--- src/rtl/lit_load_pkg.sv ---
package lit_load_pkg;
  typedef enum logic [1:0] {ENC_FIXED = 2'd0, ENC_C16 = 2'd1, ENC_C32 = 2'd2, ENC_RSVD = 2'd3} enc_e;
  typedef enum logic [1:0] {RES_LOAD, RES_UNDEF, RES_ALT, RES_UNPRED} res_e;
  typedef enum logic [1:0] {ST_IDLE, ST_REQ, ST_RSP, ST_FIN} st_e;
  localparam int unsigned IMM_W  = 12;
  localparam int unsigned BIAS_W = 4;

  typedef struct packed {
    logic              match;
    logic              alt;
    logic              wb_bad;
    logic              blk_bad;
    logic              add;
    logic [3:0]        rt;
    logic [IMM_W-1:0]  imm;
    logic [BIAS_W-1:0] bias;
  } dec_t;
endpackage

--- src/rtl/lit_decode.sv ---
module lit_decode
  import lit_load_pkg::*;
(
  input  logic [31:0] instr_i,
  input  logic [1:0]  enc_i,
  input  logic        in_blk_i,
  input  logic        last_in_blk_i,
  output dec_t        dec_o
);
  always_comb begin
    dec_o = '0;
    unique case (enc_i)
      ENC_FIXED: begin
        dec_o.match  = (instr_i[31:28] != 4'hF) && (instr_i[27:25] == 3'b010) &&
                       !instr_i[22] && instr_i[20] && (instr_i[19:16] == 4'hF);
        dec_o.alt    = !instr_i[24] && instr_i[21];
        dec_o.wb_bad = (instr_i[24] == instr_i[21]);  // P=0,W=0 or P=1,W=1
        dec_o.add    = instr_i[23];
        dec_o.rt     = instr_i[15:12];
        dec_o.imm    = instr_i[11:0];
        dec_o.bias   = 4'd8;
      end
      ENC_C16: begin
        dec_o.match = (instr_i[15:11] == 5'b01001);
        dec_o.add   = 1'b1;
        dec_o.rt    = {1'b0, instr_i[10:8]};
        dec_o.imm   = {2'b00, instr_i[7:0], 2'b00};
        dec_o.bias  = 4'd4;
      end
      ENC_C32: begin
        dec_o.match   = (instr_i[31:24] == 8'hF8) && (instr_i[22:20] == 3'b101) &&
                        (instr_i[19:16] == 4'hF);
        dec_o.add     = instr_i[23];
        dec_o.rt      = instr_i[15:12];
        dec_o.imm     = instr_i[11:0];
        dec_o.bias    = 4'd4;
        dec_o.blk_bad = (instr_i[15:12] == 4'hF) && in_blk_i && !last_in_blk_i;
      end
      default: dec_o.match = 1'b0;
    endcase
  end
endmodule

--- src/rtl/lit_agen.sv ---
module lit_agen
  import lit_load_pkg::*;
#(
  parameter int unsigned AW = 32
) (
  input  logic [AW-1:0]     inst_addr_i,
  input  logic [BIAS_W-1:0] bias_i,
  input  logic              add_i,
  input  logic [IMM_W-1:0]  imm_i,
  output logic [AW-1:0]     addr_o
);
  logic [AW-1:0] pc_rd, base, off;

  always_comb begin
    pc_rd  = inst_addr_i + {{(AW-BIAS_W){1'b0}}, bias_i};
    base   = {pc_rd[AW-1:2], 2'b00};
    off    = {{(AW-IMM_W){1'b0}}, imm_i};
    addr_o = add_i ? (base + off) : (base - off);
  end
endmodule

--- src/rtl/lit_load_unit.sv ---
module lit_load_unit
  import lit_load_pkg::*;
#(
  parameter int unsigned AW = 32,
  parameter int unsigned DW = 32,
  parameter int unsigned RW = 4
) (
  input  logic          clk_i,
  input  logic          rst_ni,
  input  logic          issue_valid_i,
  output logic          issue_ready_o,
  input  logic [31:0]   instr_i,
  input  logic [1:0]    enc_i,
  input  logic [AW-1:0] inst_addr_i,
  input  logic          cond_pass_i,
  input  logic          in_blk_i,
  input  logic          last_in_blk_i,
  output logic          rd_req_o,
  output logic [AW-1:0] rd_addr_o,
  input  logic          rd_gnt_i,
  input  logic          rd_rsp_valid_i,
  input  logic [DW-1:0] rd_rsp_data_i,
  output logic          rd_rsp_ready_o,
  output logic          wr_en_o,
  output logic [RW-1:0] wr_idx_o,
  output logic [DW-1:0] wr_data_o,
  output logic          br_valid_o,
  output logic [DW-1:0] br_pc_o,
  output logic          br_compact_o,
  output logic          undef_o,
  output logic          unpred_o,
  output logic          alt_o
);
  localparam logic [RW-1:0] PC_IDX = RW'((1 << RW) - 1);

  dec_t          dec;
  logic [AW-1:0] ea;
  st_e           state_q;
  res_e          res_q, res_d;
  logic [RW-1:0] rt_q;
  logic [AW-1:0] addr_q;
  logic [DW-1:0] data_q;
  logic          issue_fire, rt_pc, fin, load_fin, is_pc;

  lit_decode u_dec (
    .instr_i      (instr_i),
    .enc_i        (enc_i),
    .in_blk_i     (in_blk_i),
    .last_in_blk_i(last_in_blk_i),
    .dec_o        (dec)
  );

  lit_agen #(.AW(AW)) u_agen (
    .inst_addr_i(inst_addr_i),
    .bias_i     (dec.bias),
    .add_i      (dec.add),
    .imm_i      (dec.imm),
    .addr_o     (ea)
  );

  assign issue_fire = issue_valid_i && (state_q == ST_IDLE) && cond_pass_i;
  assign rt_pc      = (RW'(dec.rt) == PC_IDX);

  // priority: undefined, neighbour encoding, unpredictable, load
  always_comb begin
    if (!dec.match)                                         res_d = RES_UNDEF;
    else if (enc_i == ENC_FIXED && dec.alt)                 res_d = RES_ALT;
    else if ((enc_i == ENC_FIXED && dec.wb_bad) || dec.blk_bad ||
             (rt_pc && ea[1:0] != 2'b00))                   res_d = RES_UNPRED;
    else                                                    res_d = RES_LOAD;
  end

  always_ff @(posedge clk_i or negedge rst_ni) begin
    if (!rst_ni) begin
      state_q <= ST_IDLE;
      res_q   <= RES_LOAD;
      rt_q    <= '0;
      addr_q  <= '0;
      data_q  <= '0;
    end else begin
      unique case (state_q)
        ST_IDLE: if (issue_fire) begin
          res_q   <= res_d;
          rt_q    <= RW'(dec.rt);
          addr_q  <= ea;
          state_q <= (res_d == RES_LOAD) ? ST_REQ : ST_FIN;
        end
        ST_REQ: if (rd_gnt_i) state_q <= ST_RSP;
        ST_RSP: if (rd_rsp_valid_i) begin
          data_q  <= rd_rsp_data_i;
          state_q <= ST_FIN;
        end
        default: state_q <= ST_IDLE;
      endcase
    end
  end

  assign issue_ready_o  = (state_q == ST_IDLE);
  assign rd_req_o       = (state_q == ST_REQ);
  assign rd_addr_o      = addr_q;
  assign rd_rsp_ready_o = (state_q == ST_RSP);

  assign fin      = (state_q == ST_FIN);
  assign load_fin = fin && (res_q == RES_LOAD);
  assign is_pc    = (rt_q == PC_IDX);

  assign wr_en_o      = load_fin && !is_pc;
  assign wr_idx_o     = rt_q;
  assign wr_data_o    = data_q;
  assign br_valid_o   = load_fin && is_pc;
  assign br_pc_o      = {data_q[DW-1:1], 1'b0};
  assign br_compact_o = data_q[0];
  assign undef_o      = fin && (res_q == RES_UNDEF);
  assign unpred_o     = fin && (res_q == RES_UNPRED);
  assign alt_o        = fin && (res_q == RES_ALT);

  a_r6_req_hold: assert property (@(posedge clk_i) disable iff (!rst_ni)
    rd_req_o && !rd_gnt_i |=> rd_req_o && $stable(rd_addr_o));

  a_r12_one_result: assert property (@(posedge clk_i) disable iff (!rst_ni)
    $onehot0({wr_en_o, br_valid_o, undef_o, unpred_o, alt_o}));

  a_r12_ready_after: assert property (@(posedge clk_i) disable iff (!rst_ni)
    (wr_en_o || br_valid_o || undef_o || unpred_o || alt_o) |=> issue_ready_o);

  a_r8_branch_aligned: assert property (@(posedge clk_i) disable iff (!rst_ni)
    br_valid_o |-> rd_addr_o[1:0] == 2'b00);

  a_r11_cond_fail_idle: assert property (@(posedge clk_i) disable iff (!rst_ni)
    issue_valid_i && issue_ready_o && !cond_pass_i |=> issue_ready_o && !rd_req_o);
endmodule

--- config.mk ---
export PLATFORM = sky130hd
export DESIGN_NAME = lit_load_unit
export DESIGN_NICKNAME = d
export VERILOG_FILES = /design/src/rtl/lit_load_pkg.sv /design/src/rtl/lit_decode.sv /design/src/rtl/lit_agen.sv /design/src/rtl/lit_load_unit.sv
export SDC_FILE = /design/constraint.sdc
export NUM_CORES = 1
export LEC_CHECK = 0
export ABC_AREA = 1
export BUFFER_PORTS_ARGS = -buffer_cell sky130_fd_sc_hd__buf_2
export CORE_ASPECT_RATIO = 0.75
export CORE_MARGIN = 4
export CORE_UTILIZATION = 45
export DETAILED_ROUTE_END_ITERATION = 16
export PLACE_DENSITY_LB_ADDON = 0.15
export REMOVE_ABC_BUFFERS = 1
export SLEW_MARGIN = 25
export SYNTH_ARGS = -nofsm -noshare
export SYNTH_HDL_FRONTEND = slang
export SYNTH_SLANG_ARGS = --single-unit
--- constraint.sdc ---
create_clock -name clk_i -period 1.7 [get_ports clk_i]
set_input_delay 0.085 -clock clk_i [delete_from_list [all_inputs] [get_ports clk_i]]
set_output_delay 0.085 -clock clk_i [all_outputs]
set_load 0.02 [all_outputs]
After elaboration in Yosys (flattened, before gate mapping)
Cells that the tools add are included.
{ "op_classes": {"add_sub_neg": 3, "n_eq_ne": 21, "mux": 13, "reduce_logical": 34} }
{ "op_table": {"columns": ["operator", "count"], "rows": [
  ["21-bit one-hot mux with 3 select lines", 1],
  ["32-bit by 12-bit adder with 32-bit output", 1],
  ["32-bit by 4-bit adder with 32-bit output", 1],
  ["32-bit 2-to-1 mux", 1],
  ["32-bit by 12-bit subtractor with 32-bit output", 1],
  ["1-bit logical AND", 20],
  ["4-bit == test, second input constant", 4],
  ["2-bit 2-to-1 mux", 8],
  ["2-bit == test, second input constant", 5],
  ["8-bit == test, second input constant", 1],
  ["2-bit zero test", 4],
  ["2-bit by 1-bit == test with 1-bit output, second input constant", 3],
  ["2-bit one-hot mux with 3 select lines", 1],
  ["5-bit by 4-bit == test with 1-bit output, second input constant", 1],
  ["1-bit zero test", 4],
  ["2-bit by 1-bit != test with 1-bit output, second input constant", 2],
  ["4-bit != test, second input constant", 1],
  ["2-bit AND reduction", 2],
  ["3-bit by 2-bit == test with 1-bit output, second input constant", 1],
  ["3-bit == test, second input constant", 1],
  ["1-bit one-hot mux with 3 select lines", 1],
  ["3-bit AND reduction", 1],
  ["1-bit logical OR", 2],
  ["2-bit != test, second input constant", 1],
  ["3 further kinds", 3]
]} }
{ "totals": {"reg_bits": 72, "inputBits": 106, "out_inout_bits": 109, "elab_cells": 76} }

Longest topological paths before layout
Gate-level depths: netlist of run 1.
{ "logic_depth": {"ltp_word": 15, "ltp_mapped": 26, "ltp_nobuf": 25} }

Hierarchy
A second synthesis of run 1 with hierarchy kept.
{ "unflattened": {"cells_unflattened": 1000, "area_unflattened_um2": 7091.8} }
{ "modules_own_cells": {"columns": ["module", "instances", "cells_per_inst", "area_per_inst_um2", "seq_area_each_um2"], "rows": [
  ["lit_agen", 1, 660, 3333.2, 0.0],
  ["lit_load_unit", 1, 237, 3268.1, 1801.7],
  ["lit_decode", 1, 103, 490.5, 0.0]
]} }

Least setup slack after synthesis of run 1
No wires, ideal clock.
{ "synth_timing": {"path_type": "input to register", "startpoint": "input enc_i[0]", "endpoint": "register addr_q[31] (netlist: rd_addr_o[31])", "setup_ns": 0.117, "t_arrival_ns": 3.139, "required_time_ns": 1.583, "slack_ns": -1.557, "stages": 25, "path_cell_list": "inv_1 ha_1 ha_1 fa_1 inv_2 nor2_4 nand2_2 xor2_1 inv_1 ha_1 clkbuf_1 nor2_1 nand2_1 nor2_1 nand2_1 nand3_1 nand3_1 nand2_1 inv_2 nand2_1 nand2_1 nor2_1 nand3_1 nand3_1 nand2_1"} }
{ "synth_between": {"elab_chain_len": 5, "elab_cells_between_ends": 8} }
{ "synth_lines": {"columns": ["element", "line_no", "rtl"], "rows": [
  ["start, declared", "lit_load_unit.sv:13", "input logic [1:0] enc_i,"],
  ["2-bit == test, or another cell as far along", "lit_decode.sv:12", "unique case (enc_i)"],
  ["21-bit one-hot mux with 3 select lines (*)", "lit_decode.sv:12", null],
  ["32-bit by 4-bit adder with 32-bit output", "lit_agen.sv:15", "pc_rd = inst_addr_i + {{(AW-BIAS_W){1'b0}}, bias_i};"],
  ["32-bit by 12-bit subtractor with 32-bit output / 32-bit by 12-bit adder with 32-bit output (equally long branches)", "lit_agen.sv:18", "addr_o = add_i ? (base + off) : (base - off);"],
  ["32-bit 2-to-1 mux (*)", "lit_agen.sv:18", null],
  ["end signal, assigned", "lit_load_unit.sv:78", "addr_q <= '0;"],
  ["end signal, assigned", "lit_load_unit.sv:85", "addr_q <= ea;"],
  ["end, declared", "lit_load_unit.sv:41", "logic [AW-1:0] addr_q;"]
]} }
Every way passes the cells marked *; elsewhere a longest branch is shown, timed or not.
A chain may end at the register's enable or synchronous reset.

Worst setup path after layout of run 1
{ "layout_timing": {"startpoint": "input enc_i[0]", "endpoint": "register addr_q[25] (netlist: rd_addr_o[25])"} }
The elaborated chain is that of the path after synthesis.

==> results of run 1 <==
state kept, by name, summed over array words and instances, names as in the netlist:
name and cells:
wr_data_o 32, wr_idx_o 4, rd_addr_o 32, res_q 2, state_q 2
cells in the mapped netlist (all sizes together), types with 2 or more instances:
cell	count	share of area (%)
mux2	32	5.3
a22oi	2	0.22
nor4	2	0.19
o21bai	8	1.1
or2	2	0.19
xnor2	4	0.52
a31oi	3	0.28
inv	127	7.1
ha	34	6.3
dfrtp	72	27
nor2	116	8.3
buf	42	4.3
nand2	338	20
nor3	12	0.89
o21ai	51	4.0
xor2	19	2.5
clkbuf	11	0.61
a21oi	18	1.3
nand4	18	1.7
nand3	82	6.3
fa	2	0.59
o22ai	8	0.74
per-layer routing:
layer  vias up  part of all wire [%]  global-route usage, %
met4         0                   2.0                  7.073
li1       3971                     -                      -
met2       297                    43                  43.73
met1      3733                    47                  40.48
met5         -                     0                      0
met3        35                   7.5                  5.144
metrics by stage:
stage	total power, W	hold WS, ps	cells	utilization, %	setup TNS, ps
3_3_place_gp	0.009037	55.53	1528	61.50	-45500
4_1_cts	0.01143	2.577	1592	69.92	-27570
5_1_grt	0.01249	10.75	1602	73.36	-29950
6_report	0.01179	13.73	1602	73.36	-26060
3_5_place_dp	0.009126	52.40	1528	61.50	-47260
2_1_floorplan	0.006472	-210.6	959	-	-57170
cells in the final DEF, fill, tap and decap left out, drive strengths merged, types with 3 or more instances in the layout:
master / Yosys / layout
a21oi: 18 / 18
a31oi: 3 / 3
buf: 42 / 395
clkbuf: 11 / 9
clkinv: 1 / 5
dfrtp: 72 / 72
dlygate4sd3: 0 / 32
ha: 34 / 34
inv: 127 / 127
mux2: 32 / 32
nand2: 338 / 338
nand3: 82 / 82
nand4: 18 / 18
nor2: 116 / 116
nor3: 12 / 12
o21ai: 51 / 51
o21bai: 8 / 8
o22ai: 8 / 8
xnor2: 4 / 4
xor2: 19 / 19
worst max-delay path by stage:
stage / end / slack [ps] / depth (start not counted)
finish: rd_addr_o[25] / -1070 / 23
global route: rd_addr_o[25] / -1220 / 23
CTS: rd_addr_o[30] / -1120 / 20
detailed placement: rd_addr_o[27] / -1750 / 24
global placement: rd_addr_o[27] / -1710 / 24
floorplan: rd_addr_o[14] / -1530 / 19
final cells by class:
| class | instances | area, sq um |
|---|---|---|
| Clock buffer | 9 | 225.2 |
| Fill cell | 1167 | 3889 |
| Sequential cell | 72 | 1802 |
| Tap cell | 200 | 250.2 |
| Clock inverter | 7 | 72.57 |
| Multi-Input combinational cell | 759 | 4991 |
| Inverter | 128 | 495.5 |
| Timing Repair Buffer | 427 | 2872 |
logic make-up after synthesis:
group           after synthesis  synth area share [%]
simple gates                571                 37.69
flops                        72                 26.66
compound gates               95                 8.238
buf+inv                     181                 12.01
other cells                   1               0.05548
mux                          33                 5.480
xor+xnor                     23                 2.980
fa+ha+maj                    36                 6.886
power by group through the flow:
stage | Sequential [W] | Combinational, W | Clock [W]
global placement | 0.00305 | 0.00599 | 0
finish | 0.00309 | 0.00681 | 0.00189
detailed placement | 0.00309 | 0.00604 | 0
CTS | 0.00306 | 0.00645 | 0.00191
floorplan | 0.00451 | 0.00196 | 0
global route | 0.00320 | 0.00730 | 0.00200
repair_timing:
item,CTS,global route
pin swaps,73,83
buffers inserted,17,13
hold buffers,32,0
hold endpoints to repair,63,0
resized for setup,124,108
setup endpoints to repair,31,31
==> impl_metrics.env, run 1 <==
export IMPL_design_area_sq_mm=0.01071
export IMPL_cp_arrival_ps=3010
export IMPL_syn_inst=1012
export IMPL_synth_seq_area_share_pct=26.66
export IMPL_place_ws_ps=-1754
export IMPL_wirelength_um=24810
export IMPL_post_route_period_util_pct=163.1
export IMPL_die_x_um=149.5
export IMPL_root_buffer="clkbuf_16"
export IMPL_grt_max_degree=35
export IMPL_synth_area_sq_mm=0.006759
export IMPL_power_frac_comb_pct=57.7
export IMPL_cp_data_required_time_ps=1930
export IMPL_vias=8036
export IMPL_r2r_slack_ps=120
export IMPL_outcome="complete, but fails checks"
export IMPL_overflow=0
export IMPL_rr_worst_depth=7
export IMPL_areaGrowthSynthToFinish_pct=58.42
export IMPL_gp_congestion=0.9317
export IMPL_worstHoldEndpoint="wr_data_o[2]"
export IMPL_p_clk_share_pct=16.0
export IMPL_rows=38
export IMPL_die_h_um=114.1
export IMPL_yosysUniqueCellTypes=43
export IMPL_track_usage_pct=28.06
export IMPL_yosys_warnings=0
export IMPL_cp_slowest_cell="fa_2"
export IMPL_dp_hpwl_um=18690
export IMPL_drt_iter0_drc=544
export IMPL_seqPwrFrac_pct=26.2
export IMPL_p_sw_share_pct=46.50
export IMPL_finalClockSkew_ps=3.806
export IMPL_hold_violations=0
export IMPL_fmax_mhz=360.7
export IMPL_p_int_w=0.006311
export IMPL_hp_start="rd_rsp_data_i[2]"
export IMPL_max_cap_violations=0
export IMPL_nets=1539
export IMPL_ir_drop_mv=0.5584
export IMPL_synthFlopType="dfrtp_1"
export IMPL_cp_cell_sequence="buf_8, inv_4, ha_4, ha_4, fa_2, nand3_4, nor2_4, xor2_4, ha_4, buf_6, buf_6, nand2_4, buf_6, nor4_4, nor2_4, nor2_4, nor3_2, nand2_1, nand2_2, nand2_1, nand2_1, nand3_1, nand2_1"
export IMPL_antenna_left=0
export IMPL_worstHoldPathCells=2
export IMPL_r2r_start="state_q[0]"
export IMPL_port_buffers=211
export IMPL_antenna_found_initial=0
export IMPL_p_leak_nw=5.530
export IMPL_clockBufferDepth=2
export IMPL_via_per_inst=5.016
export IMPL_synth_enable_flop_cells=0
export IMPL_synth_avg_cell_area_sq_um=6.679
export IMPL_crit_path_max_incr_delay_ps=410
export IMPL_die_area_sq_mm=0.01706
export IMPL_rr_endpoint="rd_addr_o[19]"
export IMPL_crit_top_cell="nand2_1"
export IMPL_setup_slack_ps=-1072
export IMPL_synth_seq_cells=72
export IMPL_drv_slew=0
export IMPL_p_switching_w=0.005484
export IMPL_postSynth_asyncResetShare_pct=100.0
export IMPL_place_area_sq_mm=0.008977
export IMPL_fin_crit_ps=2772
export IMPL_power_density_mw_per_mm2=1102
export IMPL_h_tree_depth=3
export IMPL_pin_count=215
export IMPL_worstSetupPathType="primary input to flip-flop"
export IMPL_avgRoutedWirePerCell_um=15.49
export IMPL_hold_path_class="primary input to flip-flop"
export IMPL_worst_path_dominant_cell_family="simple AND/OR/NAND/NOR gates"
export IMPL_violations="setup timing"
export IMPL_cts_buffers=9
export IMPL_rsz0062_at_grt="true"
export IMPL_cp_start_kind="primary input"
export IMPL_drive_gt1_share_pct=47.43
export IMPL_cts_clk_slew_worst_paths_ps=60
export IMPL_grt_pass1_wl_um=38300
export IMPL_core_sq_mm=0.01460
export IMPL_cp_startpoint="enc_i[0]"
export IMPL_cts_tree="built"
export IMPL_crit_path_max_fanout=5
export IMPL_cp_num_buf_inv=5
export IMPL_numClockSinks=72
export IMPL_clk_latency_ps=340
export IMPL_cp_end_kind="flip-flop"
export IMPL_drc=0
export IMPL_first_global_vias=7561
export IMPL_drtPass1Iterations=7
export IMPL_num_antenna_cells=0
export IMPL_finalSetupViolCount=29
export IMPL_start_util_pct=46.31
(Power assumes the default switching activity.)
==> run 2: changes to the inputs <==
--- a/config.mk
+++ b/config.mk
@@ -16,4 +16,5 @@
 export SLEW_MARGIN = 25
 export SYNTH_ARGS = -nofsm -noshare
 export SYNTH_HDL_FRONTEND = slang
+export SYNTH_HIERARCHICAL = 1
 export SYNTH_SLANG_ARGS = --single-unit
==> impl_metrics.env, run 2 <==
export IMPL_worstHoldEndpoint="wr_data_o[11]"
export IMPL_fin_crit_ps=2910
export IMPL_cp_arrival_ps=3150
export IMPL_cp_end_kind="flip-flop"
export IMPL_rr_endpoint="rd_addr_o[15]"
export IMPL_yosys_area_share_simple_pct=32.06
export IMPL_track_usage_pct=27.03
export IMPL_nets=1575
export IMPL_synth_common_cells="nand2_1 (242), inv_1 (155), nor2_1 (105)"
export IMPL_root_buffer="clkbuf_16"
export IMPL_first_global_vias=7612
export IMPL_die_x_um=153.0
export IMPL_power_density_mw_per_mm2=1098
export IMPL_synthFlopType="dfrtp_1"
export IMPL_r2r_slack_ps=150
export IMPL_num_antenna_cells=0
export IMPL_syn_inst=1000
export IMPL_hp_start="rd_rsp_data_i[11]"
export IMPL_pin_count=215
export IMPL_mostFrequentLayoutCells="buf_4 (216), nand2_1 (214), buf_2 (210)"
export IMPL_gp_congestion=0.9287
export IMPL_drtPass1Iterations=7
export IMPL_p_leak_nw=6.084
export IMPL_synth_top_area_share_pct=25.41
export IMPL_synth_avg_cell_area_sq_um=7.092
export IMPL_cp_slowest_cell="mux2_4"
export IMPL_clockBufferDepth=2
export IMPL_synth_enable_flop_cells=0
export IMPL_post_route_period_util_pct=171.2
export IMPL_drive_gt1_share_pct=51.25
export IMPL_rr_worst_depth=5
export IMPL_synth_top_family_by_area="simple AND/OR/NAND/NOR gates"
export IMPL_h_tree_depth=3
export IMPL_grt_pass1_wl_um=39050
export IMPL_wirelength_um=25270
export IMPL_antenna_found_initial=0
export IMPL_overflow=0
export IMPL_numClockSinks=72
export IMPL_synth_xor_xnor_area_share_pct=2.823
export IMPL_yosys_warnings=6
export IMPL_hold_path_class="primary input to flip-flop"
export IMPL_outcome="complete, but fails checks"
export IMPL_die_area_sq_mm=0.01785
export IMPL_dp_hpwl_um=19250
export IMPL_port_buffers=213
export IMPL_ir_drop_mv=0.6320
export IMPL_via_per_inst=4.875
export IMPL_max_cap_violations=0
export IMPL_cp_data_required_time_ps=1940
export IMPL_postSynth_asyncResetShare_pct=100.0
export IMPL_synth_largest_area_cell="dfrtp_1"
export IMPL_layout_cells_non_filler=1643
export IMPL_synth_compound_area_share_pct=7.075
export IMPL_r2r_start="state_q[1]"
export IMPL_fill_cells=1159
export IMPL_core_sq_mm=0.01532
export IMPL_antenna_left=0
export IMPL_design_area_sq_mm=0.01137
export IMPL_cts_tree="built"
export IMPL_setup_slack_ps=-1210
export IMPL_finalSetupViolCount=29
export IMPL_vias=8009
export IMPL_yosysUniqueCellTypes=43
export IMPL_synth_most_common_cell="nand2_1"
export IMPL_violations="setup timing"
export IMPL_hold_violations=0
export IMPL_synth_seq_area_share_pct=25.41
export IMPL_rsz0062_at_grt="true"
export IMPL_synth_area_mux_share_pct=12.07
export IMPL_avgRoutedWirePerCell_um=15.38
export IMPL_synthAdderAreaFrac_pct=6.457
export IMPL_cts_buffers=9
export IMPL_worstHoldPathCells=2
export IMPL_rows=39
export IMPL_dpl_cell_count=1560
export IMPL_drv_slew=0
export IMPL_finalClockSkew_ps=9.456
export IMPL_crit_path_max_fanout=4
export IMPL_cts_clk_slew_worst_paths_ps=70
export IMPL_synth_area_sq_mm=0.007092
export IMPL_clk_latency_ps=350
export IMPL_regArea_sq_mm=0.001802
export IMPL_areaGrowthSynthToFinish_pct=60.29
export IMPL_multi_input_area_sq_mm=0.005140
export IMPL_drc=0
export IMPL_place_area_sq_mm=0.009585
export IMPL_drt_iter0_drc=472
export IMPL_grt_max_degree=64
export IMPL_final_common_cell="buf_4"
export IMPL_fmax_mhz=343.7
export IMPL_synth_seq_cells=72
export IMPL_start_util_pct=46.28
export IMPL_worstSetupPathType="primary input to flip-flop"
export IMPL_cp_start_kind="primary input"
export IMPL_synth_area_leaders="dfrtp_1 (25%), nand2_1 (13%), inv_1 (8.2%)"
export IMPL_crit_path_max_incr_delay_ps=260
export IMPL_die_h_um=116.7
run 2: layout make-up:
class	instances	share of cell area, %
repair buffers	472	28.41
flip-flops and latches	72	15.85
clock inverters	6	0.5944
multi-input cells	713	45.22
clock buffers	10	2.014
inverters	165	5.658
well taps	205	2.256
run 2: per-layer routing:
layer  vias up  track usage, %  routed length, um
li1       3991               -                  -
met1      3720           37.54              11740
met2       265           44.71              11430
met3        33           3.778               1561
met4         0           7.537                542
met5         -               0                  0
run 2: what timing repair did:
action / 4_1_cts / 5_1_grt
endpoints found under the setup margin: 30 / 29
pin swaps: 61 / 56
resized for setup: 160 / 61
buffers inserted: 23 / 16
endpoints found under the hold margin: 102 / 0
hold buffers: 31 / 0
run 2: logic make-up after synthesis:
family                   Yosys count
other                              2
multiplexers                      66
buffers and inverters            216
flip-flops                        72
XOR/XNOR                          22
AND/OR/NAND/NOR                  499
AO/OA/AOI/OAI                     87
adder cells (fa/ha/maj)           36
run 2: how the worst max path moves through the flow:
stage | slack, ps | end | cells after the start | start
after floorplan | -1840 | rd_addr_o[26] | 12 | enc_i[0]
after global placement | -1910 | rd_addr_o[31] | 25 | enc_i[0]
after detailed placement | -1950 | rd_addr_o[31] | 25 | enc_i[0]
after CTS | -1150 | rd_addr_o[31] | 25 | enc_i[1]
after global routing | -1330 | rd_addr_o[24] | 24 | enc_i[0]
final | -1210 | rd_addr_o[19] | 28 | enc_i[0]
run 2: worst max-delay path: cells and delay by family:
family / cells / cell delay (ps)
AND/OR/NAND/NOR: 12 / 940
buffers and inverters: 9 / 890
adder cells (fa/ha/maj): 3 / 570
multiplexers: 1 / 260
AO/OA/AOI/OAI: 2 / 210
XOR/XNOR: 1 / 150
run 2: through the flow:
stage	worst slack (ps)	hold WS [ps]	setup TNS (ps)	total power, W	util, %
after CTS	-1153	4.925	-26080	0.01228	71.93
after global routing	-1328	12.81	-32030	0.01319	74.19
final	-1210	10.03	-28290	0.01248	74.19
after floorplan	-1837	-210.6	-60620	0.006997	-
after detailed placement	-1951	-55.82	-48960	0.009882	62.56
after global placement	-1911	-58.52	-47340	0.009781	62.56
run 2: power breakdown:
group / internal [W] / leakage, nW / switching [W] / total, W
sequential: 0.00257 / 0.862 / 0.000604 / 0.00317
combinational: 0.00320 / 5.08 / 0.00420 / 0.00740
clock: 0.00114 / 0.139 / 0.000777 / 0.00192
total: 0.00691 / 6.08 / 0.00558 / 0.0125
